### src/rtl/mdio_pkg.sv
package mdio_pkg;
   localparam int FRAME_LEN = 64;
   localparam int PRE_LEN   = 32;
   localparam int TA_POS    = 46;
   localparam int DATA_POS  = 48;
   localparam int AW        = 5;
   localparam int DW        = 16;
   localparam int NUM_PHY   = 1 << AW;

   localparam int ACC_GO    = 31;
   localparam int ACC_WR    = 30;
   localparam int ACC_REG   = 21;
   localparam int ACC_PHY   = 16;
   localparam int CTL_IDLE  = 31;
   localparam int CTL_EN    = 30;
   localparam int CTL_NOPRE = 20;

   typedef enum logic [1:0] {
      SEL_CTRL  = 2'd0,
      SEL_ACC   = 2'd1,
      SEL_ALIVE = 2'd2,
      SEL_NONE  = 2'd3
   } reg_sel_e;

   function automatic logic [FRAME_LEN-1:0] build_frame(
      input logic          rd,
      input logic [AW-1:0] phy,
      input logic [AW-1:0] regad,
      input logic [DW-1:0] data);
      return {{PRE_LEN{1'b1}}, 2'b01, (rd ? 2'b10 : 2'b01), phy, regad,
              (rd ? 2'b11 : 2'b10), (rd ? {DW{1'b1}} : data)};
   endfunction
endpackage

### src/rtl/mdio_clkgen.sv
module mdio_clkgen #(
   parameter int DIV_W = 8
) (
   input  logic             clk,
   input  logic             rst_n,
   input  logic             run,
   input  logic [DIV_W-1:0] div,
   output logic             mdc,
   output logic             rise,
   output logic             fall
);
   logic [DIV_W-1:0] cnt_q;
   logic             mdc_q;
   logic             tick;

   assign tick = run && (cnt_q == div);
   assign rise = tick && !mdc_q;
   assign fall = tick && mdc_q;
   assign mdc  = mdc_q;

   always_ff @(posedge clk or negedge rst_n) begin
      if (!rst_n) begin
         cnt_q <= '0;
         mdc_q <= 1'b0;
      end else if (!run) begin
         cnt_q <= '0;
         mdc_q <= 1'b0;
      end else if (tick) begin
         cnt_q <= '0;
         mdc_q <= ~mdc_q;
      end else begin
         cnt_q <= cnt_q + 1'b1;
      end
   end
endmodule

### src/rtl/mdio_frame_engine.sv
module mdio_frame_engine
   import mdio_pkg::*;
(
   input  logic          clk,
   input  logic          rst_n,
   input  logic          start,
   input  logic          start_rd,
   input  logic [AW-1:0] start_phy,
   input  logic [AW-1:0] start_reg,
   input  logic [DW-1:0] start_data,
   input  logic          skip_pre,
   input  logic          rise,
   input  logic          fall,
   input  logic          mdio_i,
   output logic          active,
   output logic          mdio_o,
   output logic          mdio_oe,
   output logic          done,
   output logic [DW-1:0] rd_data,
   output logic          probe_ev,
   output logic [AW-1:0] probe_phy,
   output logic          probe_ok
);
   localparam logic [5:0] LAST   = 6'(FRAME_LEN - 1);
   localparam logic [5:0] TA2    = 6'(TA_POS + 1);
   localparam logic [5:0] TA1    = 6'(TA_POS);
   localparam logic [5:0] DFIRST = 6'(DATA_POS);

   logic                 act_q, rd_q;
   logic [5:0]           pos_q;
   logic [FRAME_LEN-1:0] frm_q;
   logic [AW-1:0]        phy_q;
   logic [DW-1:0]        shf_q;

   assign active  = act_q;
   assign done    = act_q && fall && (pos_q == LAST);
   assign mdio_o  = act_q ? frm_q[LAST - pos_q] : 1'b1;
   assign mdio_oe = act_q && !(rd_q && (pos_q >= TA1));
   assign rd_data = shf_q;

   assign probe_ev  = act_q && rd_q && rise && (pos_q == TA2);
   assign probe_phy = phy_q;
   assign probe_ok  = !mdio_i;

   always_ff @(posedge clk or negedge rst_n) begin
      if (!rst_n) begin
         act_q <= 1'b0;
         rd_q  <= 1'b0;
         pos_q <= '0;
         frm_q <= '0;
         phy_q <= '0;
         shf_q <= '0;
      end else if (start && !act_q) begin
         act_q <= 1'b1;
         rd_q  <= start_rd;
         pos_q <= skip_pre ? 6'(PRE_LEN) : 6'd0;
         frm_q <= build_frame(start_rd, start_phy, start_reg, start_data);
         phy_q <= start_phy;
      end else if (act_q) begin
         if (rise && rd_q && (pos_q >= DFIRST))
            shf_q <= {shf_q[DW-2:0], mdio_i};
         if (fall) begin
            if (pos_q == LAST) act_q <= 1'b0;
            else               pos_q <= pos_q + 6'd1;
         end
      end
   end
endmodule

### src/rtl/mdio_alive_map.sv
module mdio_alive_map #(
   parameter int N     = 32,
   parameter int IDX_W = 5
) (
   input  logic             clk,
   input  logic             rst_n,
   input  logic             upd,
   input  logic [IDX_W-1:0] idx,
   input  logic             val,
   output logic [N-1:0]     map
);
   for (genvar g = 0; g < N; g++) begin : g_bit
      always_ff @(posedge clk or negedge rst_n) begin
         if (!rst_n)
            map[g] <= 1'b0;
         else if (upd && (idx == IDX_W'(g)))
            map[g] <= val;
      end
   end
endmodule

### src/rtl/mdio_host.sv
module mdio_host
   import mdio_pkg::*;
#(
   parameter int DIV_W   = 8,
   parameter int RST_DIV = 9
) (
   input  logic        clk,
   input  logic        rst_n,
   input  logic        reg_wr,
   input  logic [1:0]  reg_addr,
   input  logic [31:0] reg_wdata,
   output logic [31:0] reg_rdata,
   output logic        mdc,
   output logic        mdio_o,
   output logic        mdio_oe,
   input  logic        mdio_i
);
   if (DIV_W < 1 || DIV_W > 8) begin : g_bad_div_w
      $error("mdio_host: DIV_W must lie in 1..8");
   end
   if (RST_DIV < 0 || RST_DIV >= (1 << DIV_W)) begin : g_bad_rst_div
      $error("mdio_host: RST_DIV does not fit DIV_W");
   end

   logic             en_q, nopre_q, busy_q, wr_q;
   logic [DIV_W-1:0] div_q;
   logic [AW-1:0]    reg_q, phy_q;
   logic [DW-1:0]    data_q;

   logic             acc_wr, ctl_wr, go;
   logic             rise, fall, active, done;
   logic [DW-1:0]    rd_data;
   logic             probe_ev, probe_ok;
   logic [AW-1:0]    probe_phy;
   logic [NUM_PHY-1:0] alive;
   logic [7:0]       div8;

   assign acc_wr = reg_wr && (reg_sel_e'(reg_addr) == SEL_ACC);
   assign ctl_wr = reg_wr && (reg_sel_e'(reg_addr) == SEL_CTRL);
   assign go     = acc_wr && !busy_q && reg_wdata[ACC_GO] && en_q;
   assign div8   = 8'(div_q);

   always_ff @(posedge clk or negedge rst_n) begin
      if (!rst_n) begin
         en_q    <= 1'b0;
         nopre_q <= 1'b0;
         div_q   <= DIV_W'(RST_DIV);
      end else if (ctl_wr) begin
         en_q    <= reg_wdata[CTL_EN];
         nopre_q <= reg_wdata[CTL_NOPRE];
         div_q   <= reg_wdata[DIV_W-1:0];
      end
   end

   always_ff @(posedge clk or negedge rst_n) begin
      if (!rst_n) begin
         busy_q <= 1'b0;
         wr_q   <= 1'b0;
         reg_q  <= '0;
         phy_q  <= '0;
         data_q <= '0;
      end else if (done) begin
         busy_q <= 1'b0;
         if (!wr_q) data_q <= rd_data;
      end else if (acc_wr && !busy_q) begin
         busy_q <= go;
         wr_q   <= reg_wdata[ACC_WR];
         reg_q  <= reg_wdata[ACC_REG +: AW];
         phy_q  <= reg_wdata[ACC_PHY +: AW];
         data_q <= reg_wdata[DW-1:0];
      end
   end

   always_comb begin
      reg_rdata = '0;
      case (reg_sel_e'(reg_addr))
         SEL_CTRL: begin
            reg_rdata[CTL_IDLE]  = !busy_q;
            reg_rdata[CTL_EN]    = en_q;
            reg_rdata[CTL_NOPRE] = nopre_q;
            reg_rdata[7:0]       = div8;
         end
         SEL_ACC: begin
            reg_rdata[ACC_GO]          = busy_q;
            reg_rdata[ACC_WR]          = wr_q;
            reg_rdata[ACC_REG +: AW]   = reg_q;
            reg_rdata[ACC_PHY +: AW]   = phy_q;
            reg_rdata[DW-1:0]          = data_q;
         end
         SEL_ALIVE: reg_rdata = alive;
         default:   reg_rdata = '0;
      endcase
   end

   mdio_clkgen #(.DIV_W(DIV_W)) i_clkgen (
      .clk   (clk),
      .rst_n (rst_n),
      .run   (active),
      .div   (div_q),
      .mdc   (mdc),
      .rise  (rise),
      .fall  (fall)
   );

   mdio_frame_engine i_engine (
      .clk        (clk),
      .rst_n      (rst_n),
      .start      (go),
      .start_rd   (!reg_wdata[ACC_WR]),
      .start_phy  (reg_wdata[ACC_PHY +: AW]),
      .start_reg  (reg_wdata[ACC_REG +: AW]),
      .start_data (reg_wdata[DW-1:0]),
      .skip_pre   (nopre_q),
      .rise       (rise),
      .fall       (fall),
      .mdio_i     (mdio_i),
      .active     (active),
      .mdio_o     (mdio_o),
      .mdio_oe    (mdio_oe),
      .done       (done),
      .rd_data    (rd_data),
      .probe_ev   (probe_ev),
      .probe_phy  (probe_phy),
      .probe_ok   (probe_ok)
   );

   mdio_alive_map #(.N(NUM_PHY), .IDX_W(AW)) i_alive (
      .clk   (clk),
      .rst_n (rst_n),
      .upd   (probe_ev),
      .idx   (probe_phy),
      .val   (probe_ok),
      .map   (alive)
   );
endmodule

### config.mk
export PLATFORM = sky130hd
export DESIGN_NAME = mdio_host
export DESIGN_NICKNAME = d
export VERILOG_FILES = /design/src/rtl/mdio_pkg.sv /design/src/rtl/mdio_clkgen.sv /design/src/rtl/mdio_frame_engine.sv /design/src/rtl/mdio_alive_map.sv /design/src/rtl/mdio_host.sv
export SDC_FILE = /design/constraint.sdc
export NUM_CORES = 1
export LEC_CHECK = 0
export BUFFER_PORTS_ARGS = -buffer_cell sky130_fd_sc_hd__buf_2
export CAP_MARGIN = 10
export CORE_ASPECT_RATIO = 2
export CORE_MARGIN = 2
export CORE_UTILIZATION = 51
export DETAILED_ROUTE_END_ITERATION = 6
export PLACE_DENSITY = 0.85
export SYNTH_ARGS = -nofsm -noshare
export SYNTH_HDL_FRONTEND = slang
export SYNTH_HIERARCHICAL = 1
export SYNTH_SLANG_ARGS = --single-unit
### constraint.sdc
create_clock -name clk -period 2.6 [get_ports clk]
set_input_delay 0.26 -clock clk [delete_from_list [all_inputs] [get_ports clk]]
set_output_delay 0.26 -clock clk [all_outputs]
set_load 0.05 [all_outputs]
==> metrics.md, run 1 <==
| Metric | Value |
|---|---|
| ANT nets after route | `0` |
| Vias per cell | `6.18` |
| Crit-path slowest cell | `dfstp_2` |
| Max Fclk | `370 MHz` |
| Post-Route WL | `17900 um` |
| Final min period | `2.70 ns` |
| Buffers added on ports | `68` |
| Setup Viol. Count Final | `21` |
| Critical path, cell by cell | `xnor2_1 > nand4_1 > nor4b_2 > nand4_1 > nor3_2 > buf_4 > nand4b_1 > nor3_2 > mux2_2` |
| Starting Density | `0.517` |
| CP Max Fanout | `8` |
| Gr usage total | `0.257` |
| CTS tree | `done` |
| Critical Setup Path Class | `flop to flop` |
| Die height | `165 um` |
| Worst-case clock buffer depth | `2` |
| Congestion Overflow GR | `0` |
| Post-synthesis area per instance | `11.3 um2` |
| First-pass GRT wire length | `27600 um` |
| Worst slack, placed | `-0.0535 ns` |
| Core area | `12800 um2` |
| I/O pin count | `73` |
| Die width | `84.7 um` |
| Outcome | `finished, violations left` |
| Row count | `59` |
| Delay-heaviest family, CP | `simple AND/OR/NAND/NOR gates` |
| Share of cells above drive strength 1 | `0.375` |
| # clock sinks | `131` |
| CP required | `2.90 ns` |
| Fillers | `916` |
| Cell Count, Final, Fillers Out | `840` |
| Largest net degree at the start of global routing | `51` |
| P&R area growth vs syn | `22.5%` |
| H-tree Lvls | `4` |
| Commonest non-fill, non-tap cell in the layout | `dfrtp_1` |
| Number of buffers created by CTS | `17` |
| RSZ-0062 raised after global routing | `true` |
| Final-report hold violation count | `0` |
| Leakage | `0.00388 uW` |
| Nets | `719` |
| Root buffer cell | `clkbuf_16` |
| Clk slew on worst S/H paths | `0.06 ns` |
| Residual DRC | `1` |
| TritonRoute pass-1 iters | `7` |
| Buf/Inv on CP | `1` |
| Commonest cells after routing, fill and taps aside | `dfrtp_1 (128), nand2_1 (87), buf_2 (66)` |
| Count of cell types in the netlist | `60` |
| Crit. End Element | `flop` |
| Syn Nets | `631` |
| Fin Setup TNS | `-0.471 ns` |
| Post-route cell area | `8140 um2` |
| Vias in the first global route | `5245` |
| Die area | `14000 um2` |
| Worst vdd ir | `643 uV` |
| Worst path max stage delay | `0.55 ns` |
| Failing checks | `DRC, setup timing` |
| Clk Latency, worst-skew pair | `0.42 ns` |
| Period utilization | `1.04` |
| Initial drt markers | `562` |
| Setup ws final | `-0.105 ns` |
| DP Area | `7230 um2` |
| GPL Wtd Cong | `0.891` |
| Mapped Cells | `587` |
| Worst Setup Start Kind | `flop` |
| Arr. time, crit path | `3.00 ns` |
| Yosys warnings | `6` |
| Final count of pins violating max slew | `0` |
| Initial antenna violation count | `0` |
| Vias | `5193` |
| Sequential element share of the synthesized area | `0.494` |
| Hold crit path type | `input pin to flop` |
| Post-DP HPWL | `11400 um` |
| Area of the mapped netlist | `6650 um2` |
| Min Hold Slack | `0.0695 ns` |
| Power per Cell Area | `919 nW/um2` |
| Max-cap viol count | `0` |
| Worst Max-Slew Pin Slew | `0.924 ns` |
| Slew margin rel. | `0.383` |
| Ant. Diodes | `0` |
| Setup Skew | `0.00850 ns` |
| Dpl cells | `798` |
| WL/cell | `21.3 um` |
| Synth Register Bits | `131` |
-- through the flow --
stage	power [uW]	util
6_report	7480	0.634
3_3_place_gp	4580	0.563
2_1_floorplan	4150	-
3_5_place_dp	4670	0.563
4_1_cts	7380	0.619
5_1_grt	7760	0.634
-- cells by family after synthesis --
family                     Yosys count  share of synthesized area
xor gates and xnor gates            17                     0.0224
and+or+nand+nor                    202                      0.149
DFF                                131                      0.494
buffers and inverters               50                     0.0410
AOI/OAI and AO/OA                   69                     0.0764
muxes                              112                      0.206
adders and majority gates            6                     0.0113
-- final cells by class --
class / count / area (um2) / share of cell area
Clock buffer: 19 / 443 / 0.0544
Sequential cell: 131 / 3280 / 0.403
Tap cell: 152 / 190 / 0.0234
Inverter: 8 / 30.0 / 0.00369
Multi-Input combinational cell: 406 / 3240 / 0.398
Clock inverter: 13 / 208 / 0.0255
Timing Repair Buffer: 111 / 749 / 0.0921
-- power breakdown --
| group | switching (uW) | internal, uW | leakage (uW) |
|---|---|---|---|
| Combinational | 1100 | 852 | 0.00193 |
| Clock | 893 | 1730 | 0.000317 |
| Sequential | 415 | 2500 | 0.00164 |
-- flip-flops by register name (all words and copies together), names as in the netlist, 4 cells and up --
| register | count |
|---|---|
| data_q | 16 |
| i_alive/map | 32 |
| div8 | 8 |
| reg_q | 5 |
| phy_q | 5 |
| i_engine/rd_data | 16 |
| i_clkgen/cnt_q | 8 |
| i_engine/probe_phy | 4 |
| i_engine/frm_q | 25 |
| i_engine/pos_q | 6 |
-- worst min-delay path, cell delays in order --
cell and delay [ns]:
buf_2 0.08, nand2_1 0.05, nand2_1 0.06
-- synthesized netlist by cell type (all sizes together) --
| cell | n | area [um2] |
|---|---|---|
| a211oi | 1 | 7.51 |
| xor2 | 7 | 61.3 |
| ha | 6 | 75.1 |
| a21oi | 3 | 26.3 |
| nor4bb | 1 | 10.0 |
| o211ai | 1 | 7.51 |
| nand4 | 5 | 31.3 |
| o311a | 1 | 10.0 |
| a31oi | 3 | 18.8 |
| mux2 | 100 | 1180 |
| o2111ai | 2 | 17.5 |
| and3 | 3 | 18.8 |
| a311oi | 1 | 8.76 |
| o21ai | 22 | 114 |
| nor4b | 2 | 32.5 |
| and4bb | 4 | 53.8 |
| mux2i | 7 | 70.1 |
| mux4 | 5 | 120 |
| nor2 | 38 | 143 |
| o21ba | 1 | 10.0 |
| o311ai | 1 | 8.76 |
| o21bai | 1 | 11.3 |
| or2 | 1 | 6.26 |
| xnor2 | 10 | 87.6 |
| and2 | 7 | 43.8 |
| a22oi | 17 | 128 |
| nand2 | 91 | 342 |
| or4 | 1 | 7.51 |
| nand4b | 3 | 26.3 |
| nand3 | 9 | 50.1 |
| or2b | 1 | 7.51 |
| nor3 | 6 | 30.0 |
| o31ai | 1 | 7.51 |
| o21a | 1 | 7.51 |
| buf | 20 | 160 |
| dfstp | 2 | 52.6 |
| nand2b | 9 | 56.3 |
| a222oi | 10 | 100 |
| inv | 8 | 30.0 |
| clkbuf | 22 | 82.6 |
| and4 | 1 | 8.76 |
| dfrtp | 129 | 3230 |
| a21boi | 1 | 7.51 |
| o221ai | 2 | 17.5 |
| nor2b | 20 | 125 |
-- final timing paths --
kind | endpoint | slack [ns] | start | depth (start not counted)
max in group asynchronous | i_alive/map[27]$_DFFE_PN0P_ | 1.41 | rst_n | 3
worst max-delay path | i_alive/map[3]$_DFFE_PN0P_ | -0.10 | div8[0]$_DFFE_PN1P_ | 9
worst max register to register | i_alive/map[3]$_DFFE_PN0P_ | -0.10 | div8[0]$_DFFE_PN1P_ | 9
worst min register to register | i_engine/frm_q[2]$_DFFE_PN0P_ | 0.47 | i_engine/frm_q[2]$_DFFE_PN0P_ | 2
min in group asynchronous | i_engine/frm_q[18]$_DFFE_PN0P_ | 0.43 | rst_n | 2
worst min-delay path | i_engine/frm_q[20]$_DFFE_PN0P_ | 0.07 | reg_wdata[23] | 3
-- timing repair --
| action | CTS | global route |
|---|---|---|
| hold endpoints to repair | 44 | 0 |
| resized for setup | 9 | 30 |
| setup buffers | 3 | 5 |
| endpoints found under the setup margin | 35 | 50 |
| gates cloned | 0 | 1 |
| hold buffers | 1 | 0 |
| pin swaps | 1 | 12 |
-- routing by layer --
layer | wire, um | global-route usage
met2 | 9170 | 0.432
met3 | 1160 | 0.0542
met5 | 0 | 0
met4 | 847 | 0.135
met1 | 6760 | 0.309
Note: power is estimated with default switching activity, not from simulation.
==> inputs of run 2 (changes only) <==
==> constraint.sdc (replaced) <==
create_clock -name clk -period 2.6 [get_ports clk]
set_input_delay 0.26 -clock clk [delete_from_list [all_inputs] [get_ports clk]]
set_output_delay 0.26 -clock clk [all_outputs]
set_load 0.02 [all_outputs]
==> metrics.md, run 2 (synthesis gave the netlist of run 1 again) <==
| Metric | Value |
|---|---|
| Utilization after layout | `0.626` |
| Vias per cell | `6.01` |
| Commonest non-fill, non-tap cell in the layout | `dfrtp_1` |
| Ant. Diodes | `0` |
| Setup Viol. Count Final | `19` |
| Post-Route WL | `17400 um` |
| CP Max Fanout | `8` |
| CTS tree | `done` |
| R2R cell count | `11` |
| Share of cells above drive strength 1 | `0.368` |
| Buffers added on ports | `68` |
| Number of buffers created by CTS | `17` |
| Crit. End Element | `flop` |
| Min-Delay Endpoint | `i_engine/frm_q[21]$_DFFE_PN0P_` |
| I/O pin count | `73` |
| Max Fclk | `361 MHz` |
| TritonRoute pass-1 iters | `6` |
| RSZ-0062 raised after global routing | `true` |
| HP Start | `reg_wdata[24]` |
| Row count | `59` |
| Worst-case clock buffer depth | `2` |
| Initial antenna violation count | `0` |
| Post-DP HPWL | `11300 um` |
| Failing checks | `setup timing` |
| Clk slew on worst S/H paths | `0.06 ns` |
| Core area | `12800 um2` |
| Congestion Overflow GR | `0` |
| Power per Cell Area | `871 nW/um2` |
| Largest register by flop count | `i_alive/map` |
| First-pass GRT wire length | `27200 um` |
| Max-cap viol count | `0` |
| Root buffer cell | `clkbuf_16` |
| Final-report hold violation count | `0` |
| Nets | `723` |
| Clk Latency, worst-skew pair | `0.41 ns` |
| Commonest cells after routing, fill and taps aside | `dfrtp_1 (128), nand2_1 (89), buf_2 (66)` |
| CP required | `2.89 ns` |
| Critical path startpoint | `i_clkgen/cnt_q[2]$_DFF_PN0_` |
| Starting Density | `0.517` |
| Top Registers | `i_alive/map (32), i_engine/frm_q (25)` |
| Initial drt markers | `528` |
| Vias | `5074` |
| Buf/Inv on CP | `2` |
| Worst vdd ir | `731 uV` |
| Hold path cells | `3` |
| P&R area growth vs syn | `21.0%` |
| Worst path max stage delay | `0.44 ns` |
| Delay-heaviest family, CP | `simple AND/OR/NAND/NOR gates` |
| Critical Setup Path Class | `flop to flop` |
| Crit-path slowest cell | `dfrtp_1` |
| Slew margin rel. | `0.359` |
| R2r startpoint | `i_clkgen/cnt_q[2]$_DFF_PN0_` |
| WL/cell | `20.6 um` |
| GPL Wtd Cong | `0.896` |
| Leakage | `0.00384 uW` |
| Setup Skew | `0.0130 ns` |
| Setup ws final | `-0.170 ns` |
| Die width | `84.7 um` |
| Arr. time, crit path | `3.06 ns` |
| Gr usage total | `0.251` |
| Post-route cell area | `8040 um2` |
| ANT nets after route | `0` |
| Final min period | `2.77 ns` |
| Die height | `165 um` |
| Worst Max-Slew Pin Slew | `0.960 ns` |
| Max FFs per register | `32` |
| Critical path, cell by cell | `xnor2_1 > nand4_1 > nor2_1 > and3_4 > nand2_2 > nor3_2 > buf_4 > and4bb_4 > a21oi_4 > clkbuf_16 > mux2_4` |
| Hold crit path type | `input pin to flop` |
| Residual DRC | `0` |
| Reg2reg end | `data_q[4]$_DFFE_PN0P_` |
| H-tree Lvls | `4` |
| Worst Setup Start Kind | `flop` |
| Outcome | `finished, violations left` |
| DP Area | `7210 um2` |
| Largest net degree at the start of global routing | `51` |
| # clock sinks | `131` |
| Fillers | `943` |
| Final count of pins violating max slew | `0` |
| Min Hold Slack | `0.0772 ns` |
| Die area | `14000 um2` |
| Period utilization | `1.07` |
| R2R setup slack | `-0.17 ns` |
| Vias in the first global route | `5245` |
## run 2: cell types whose count changed in the layout (fill, tap and decap cells not counted), sizes merged
| cell | previous run | this run |
|---|---|---|
| buf | 109 | 113 |
| clkinv | 7 | 4 |
| clkbuf | 20 | 23 |
| bufinv | 5 | 2 |
| clkinvlp | 1 | 4 |
## run 2: metrics by stage
stage | total power [uW] | worst slack, ns | std cells | TNS [ns]
final | 7000 | -0.170 | 844 | -2.30
after global routing | 7300 | -0.253 | 844 | -6.45
after CTS | 6810 | -0.0157 | 830 | -0.0592
after detailed placement | 4510 | -0.0903 | 796 | -0.600
after global placement | 4410 | 0.0457 | 796 | 0
after floorplan | 3990 | 0.000778 | 587 | 0
## run 2: metal layers
layer,global-route usage,vias to the layer above,wire (um)
li1,-,2253,-
met1,0.304,2517,6510
met2,0.420,255,9050
met3,0.0492,49,1070
met4,0.137,0,765
met5,0,-,0
## run 2: layout make-up
| cell class | instances | area, um2 | share of cell area |
|---|---|---|---|
| Clock buffer | 22 | 444 | 0.0552 |
| Multi-Input combinational cell | 406 | 3210 | 0.400 |
| Inverter | 8 | 30.0 | 0.00373 |
| Clock inverter | 10 | 110 | 0.0137 |
| Timing Repair Buffer | 115 | 772 | 0.0960 |
| Tap cell | 152 | 190 | 0.0236 |
| Sequential cell | 131 | 3280 | 0.408 |
## run 2: what timing repair did
item / in CTS / in global routing
pin swaps: 8 / 13
hold buffers: 1 / 0
setup endpoints to repair: 27 / 50
gates cloned: 0 / 1
resized for setup: 5 / 26
buffers inserted: 1 / 13
endpoints found under the hold margin: 47 / 0
## run 2: worst max path at each step
stage / endpoint / slack (ns) / cells after the start
after floorplan: data_q[0]$_DFFE_PN0P_ / 0.0008 / 11
after global placement: i_alive/map[8]$_DFFE_PN0P_ / 0.05 / 9
after detailed placement: i_alive/map[0]$_DFFE_PN0P_ / -0.09 / 9
after CTS: data_q[6]$_DFFE_PN0P_ / -0.02 / 11
after global routing: data_q[12]$_DFFE_PN0P_ / -0.25 / 11
final: data_q[4]$_DFFE_PN0P_ / -0.17 / 11
## run 2: where the power goes
group / internal, uW / leakage [uW] / switching (uW)
clock: 1400 / 0.000260 / 868
combinational: 909 / 0.00194 / 917
sequential: 2500 / 0.00164 / 407
total: 4810 / 0.00384 / 2190
## run 2: worst reg2reg max path: stages, from the launching register on
cell and delay [ns]:
dfrtp_1 0.44, xnor2_1 0.19, nand4_1 0.23, nor2_1 0.21, and3_4 0.21, nand2_2 0.06
nor3_2 0.12, buf_4 0.19, and4bb_4 0.26, a21oi_4 0.22, clkbuf_16 0.22, mux2_4 0.31
==> inputs of run 3 (changes only) <==
--- a/config.mk
+++ b/config.mk
@@ -5,14 +5,14 @@
 export SDC_FILE = /design/constraint.sdc
 export NUM_CORES = 1
 export LEC_CHECK = 0
+export ABC_AREA = 1
 export BUFFER_PORTS_ARGS = -buffer_cell sky130_fd_sc_hd__buf_2
 export CAP_MARGIN = 10
 export CORE_ASPECT_RATIO = 2
 export CORE_MARGIN = 2
 export CORE_UTILIZATION = 51
 export DETAILED_ROUTE_END_ITERATION = 6
-export PLACE_DENSITY = 0.85
+export PLACE_DENSITY = 0.84
 export SYNTH_ARGS = -nofsm -noshare
 export SYNTH_HDL_FRONTEND = slang
-export SYNTH_HIERARCHICAL = 1
 export SYNTH_SLANG_ARGS = --single-unit
==> metrics.md, run 3 <==
| Metric | Value |
|---|---|
| CTS tree | `done` |
| CP required | `2.34 ns` |
| Buffers added on ports | `68` |
| Yosys warnings | `0` |
| Die height | `172 um` |
| Largest register by flop count | `i_alive.map` |
| Die width | `87.8 um` |
| Met2 usage | `0.482` |
| Crit. End Element | `output port` |
| Crit-path slowest cell | `dfrtp_1` |
| Final count of pins violating max slew | `0` |
| Vias | `6653` |
| Gr usage total | `0.273` |
| Syn Nets | `1021` |
| Post-synth EDFFs | `0` |
| Residual DRC | `0` |
| Most area-consuming cells after synthesis | `dfrtp_1 (45%), nand2_1 (21%), nand3_1 (7.4%)` |
| Post-synth ARST share | `1.00` |
| Final min period | `2.34 ns` |
| Sequential element share of the synthesized area | `0.458` |
| Setup Skew | `0.0111 ns` |
| GPL Wtd Cong | `0.993` |
| Worst path max stage delay | `0.41 ns` |
| Initial drt markers | `496` |
| Post-route cell area | `8250 um2` |
| Setup Viol. Count Final | `0` |
| Worst-case clock buffer depth | `2` |
| CP Max Fanout | `15` |
| Delay-heaviest family, CP | `buffers and inverters` |
| Count of cell types in the netlist | `39` |
| Post-synth top area share | `0.451` |
| Synth Register Bits | `131` |
| Fin Setup TNS | `0 ns` |
| Number of buffers created by CTS | `17` |
| Max-cap viol count | `0` |
| Row count | `61` |
| Pwr Total | `6670 uW` |
| Synthesized-area fraction occupied by adder cells | `0.0105` |
| Simple-Gate Fraction of Synth Area | `0.344` |
| Commonest non-fill, non-tap cell in the layout | `nand2_1` |
| Area of the mapped netlist | `7160 um2` |
| Met3 Use GR | `0.0513` |
| H-tree Lvls | `4` |
| Largest family of logic cells by synthesized area | `simple AND/OR/NAND/NOR gates` |
| Critical Setup Path Class | `flop to output port` |
| Clk Latency, worst-skew pair | `0.43 ns` |
| Initial antenna violation count | `0` |
| Flop pwr share | `0.406` |
| WL/cell | `15.7 um` |
| Slew margin rel. | `0.550` |
| Utilization after layout | `0.597` |
| ANT nets after route | `0` |
| Starting Density | `0.518` |
| Area fraction in compound gates after synthesis | `0.0884` |
| Met1 Resource Use GR | `0.294` |
| Sw power | `2260 uW` |
| Worst vdd ir | `556 uV` |
| Clock power frac | `0.379` |
| Leakage | `0.00427 uW` |
| # clock sinks | `131` |
| P&R area growth vs syn | `15.2%` |
| Top Registers | `i_alive.map (32), i_engine.frm_q (25)` |
| I/O pin count | `73` |
| Synth Area in XOR/XNOR | `0.00856` |
| Arr. time, crit path | `2.08 ns` |
| Post-DP HPWL | `14000 um` |
| Outcome | `completed` |
| Crit path top cell by count | `nand3_1` |
| Mapped Cells | `977` |
| Root buffer cell | `clkbuf_16` |
| Yosys top cell by area | `dfrtp_1` |
| Max Fclk | `428 MHz` |
| Share of cells above drive strength 1 | `0.138` |
| Worst Setup Start Kind | `flop` |
| Ant. Diodes | `0` |
| First-pass GRT wire length | `31500 um` |
| Buf/Inv on CP | `2` |
| TritonRoute pass-1 iters | `5` |
| Comb power frac | `0.215` |
| Internal power | `4410 uW` |
| Post-synthesis area per instance | `7.33 um2` |
| DP Area | `7620 um2` |
| Largest net degree at the start of global routing | `65` |
| Commonest cells after routing, fill and taps aside | `nand2_1 (395), dfrtp_1 (129), nand3_1 (106)` |
| RSZ-0062 raised after global routing | `false` |
| Vias in the first global route | `6454` |
| Vias per cell | `5.37` |
| Die area | `15100 um2` |
| Power per Cell Area | `808 nW/um2` |
| Hold crit path type | `input pin to flop` |
| Clk slew on worst S/H paths | `0.06 ns` |
| Worst Max-Slew Pin Slew | `0.675 ns` |
| Max FFs per register | `32` |
| Post-Route WL | `19500 um` |
| Mux share of post-synthesis cell area | `0` |
| Core area | `13800 um2` |
| Leading cell type by number of instances after synthesis | `nand2_1` |
| Net Sw Frac | `0.338` |
| Congestion Overflow GR | `0` |
| GRT busiest layer | `met2` |
| Period utilization | `0.899` |
| Synth cell count leaders | `nand2_1 (395), dfrtp_1 (129), nand3_1 (106)` |
| Predominant post-synthesis flop cell | `dfrtp_1` |
| Final-report hold violation count | `0` |
| Cts repair resizes | `0` |
| Nets | `1081` |
| Critical path, cell by cell | `inv_1 > a21oi_1 > o21ai_0 > nand3_1 > nand3_1 > nand3_1 > nand2_1 > nand3_1 > buf_2` |
-- run 3: cell types whose count changed after synthesis, sizes merged, moves of 10 or more --
cell    change
a22oi      -13
nand2     +310
nand3      +99
nor2       +28
a21oi      +34
o21ai      +39
a222oi     -10
mux2      -100
nor2b      -20
inv        +80
-- run 3: through the flow --
step                      worst slack [ns]  hold WS (ns)  instances
after floorplan                      0.844       -0.0356        977
after global placement               0.426         0.258       1206
after detailed placement             0.351         0.266       1206
after CTS                            0.325        0.0755       1239
after global routing                 0.100        0.0895       1239
final                                0.262        0.0803       1239
-- run 3: power by group through the flow --
stage / Sequential, uW / Combinational, uW / Clock, uW
2_1_floorplan: 2610 / 1020 / 0
3_3_place_gp: 2710 / 1360 / 0
3_5_place_dp: 2720 / 1390 / 0
4_1_cts: 2690 / 1430 / 2530
6_report: 2710 / 1440 / 2530
5_1_grt: 2740 / 1600 / 2630
-- run 3: worst paths after layout --
kind | startpoint | end | slack [ns] | cells after the start
setup / recovery | i_engine.pos_q[0]$_DFFE_PN0P_ | mdio_o | 0.26 | 9
hold / removal | reg_wdata[13] | i_engine.frm_q[13]$_DFFE_PN0P_ | 0.08 | 2
setup reg to reg | div8[0]$_DFFE_PN1P_ | data_q[10]$_DFFE_PN0P_ | 0.44 | 9
hold reg to reg | i_alive.map[10]$_DFFE_PN0P_ | i_alive.map[10]$_DFFE_PN0P_ | 0.47 | 2
max in group asynchronous | rst_n | div8[0]$_DFFE_PN1P_ | 1.57 | 3
min in group asynchronous | rst_n | i_clkgen.cnt_q[4]$_DFF_PN0_ | 0.34 | 2
-- run 3: layer usage --
metal / part of all wire / up-vias
li1: - / 3207
met1: 0.35 / 3095
met2: 0.53 / 274
met3: 0.052 / 77
met4: 0.063 / 0
met5: 0 / -
-- run 3: cells by family after synthesis --
logic type                 count (synthesis)
AOI/OAI and AO/OA                        116
buffers and inverters                    137
xor gates and xnor gates                   7
and+or+nand+nor                          580
adders and majority gates                  6
DFF                                      131
-- run 3: final cells by class --
type	count	area, um2
well taps	189	236
repair buffers	86	531
multi-input cells	709	3240
clock inverters	15	195
clock buffers	17	425
inverters	92	345
flip-flops and latches	131	3280
fillers	1216	5570
-- run 3: timing repair --
item / in CTS / in global routing
endpoints found under the hold margin: 31 / 0
buffers inserted: 0 / 0
hold buffers: 1 / 0
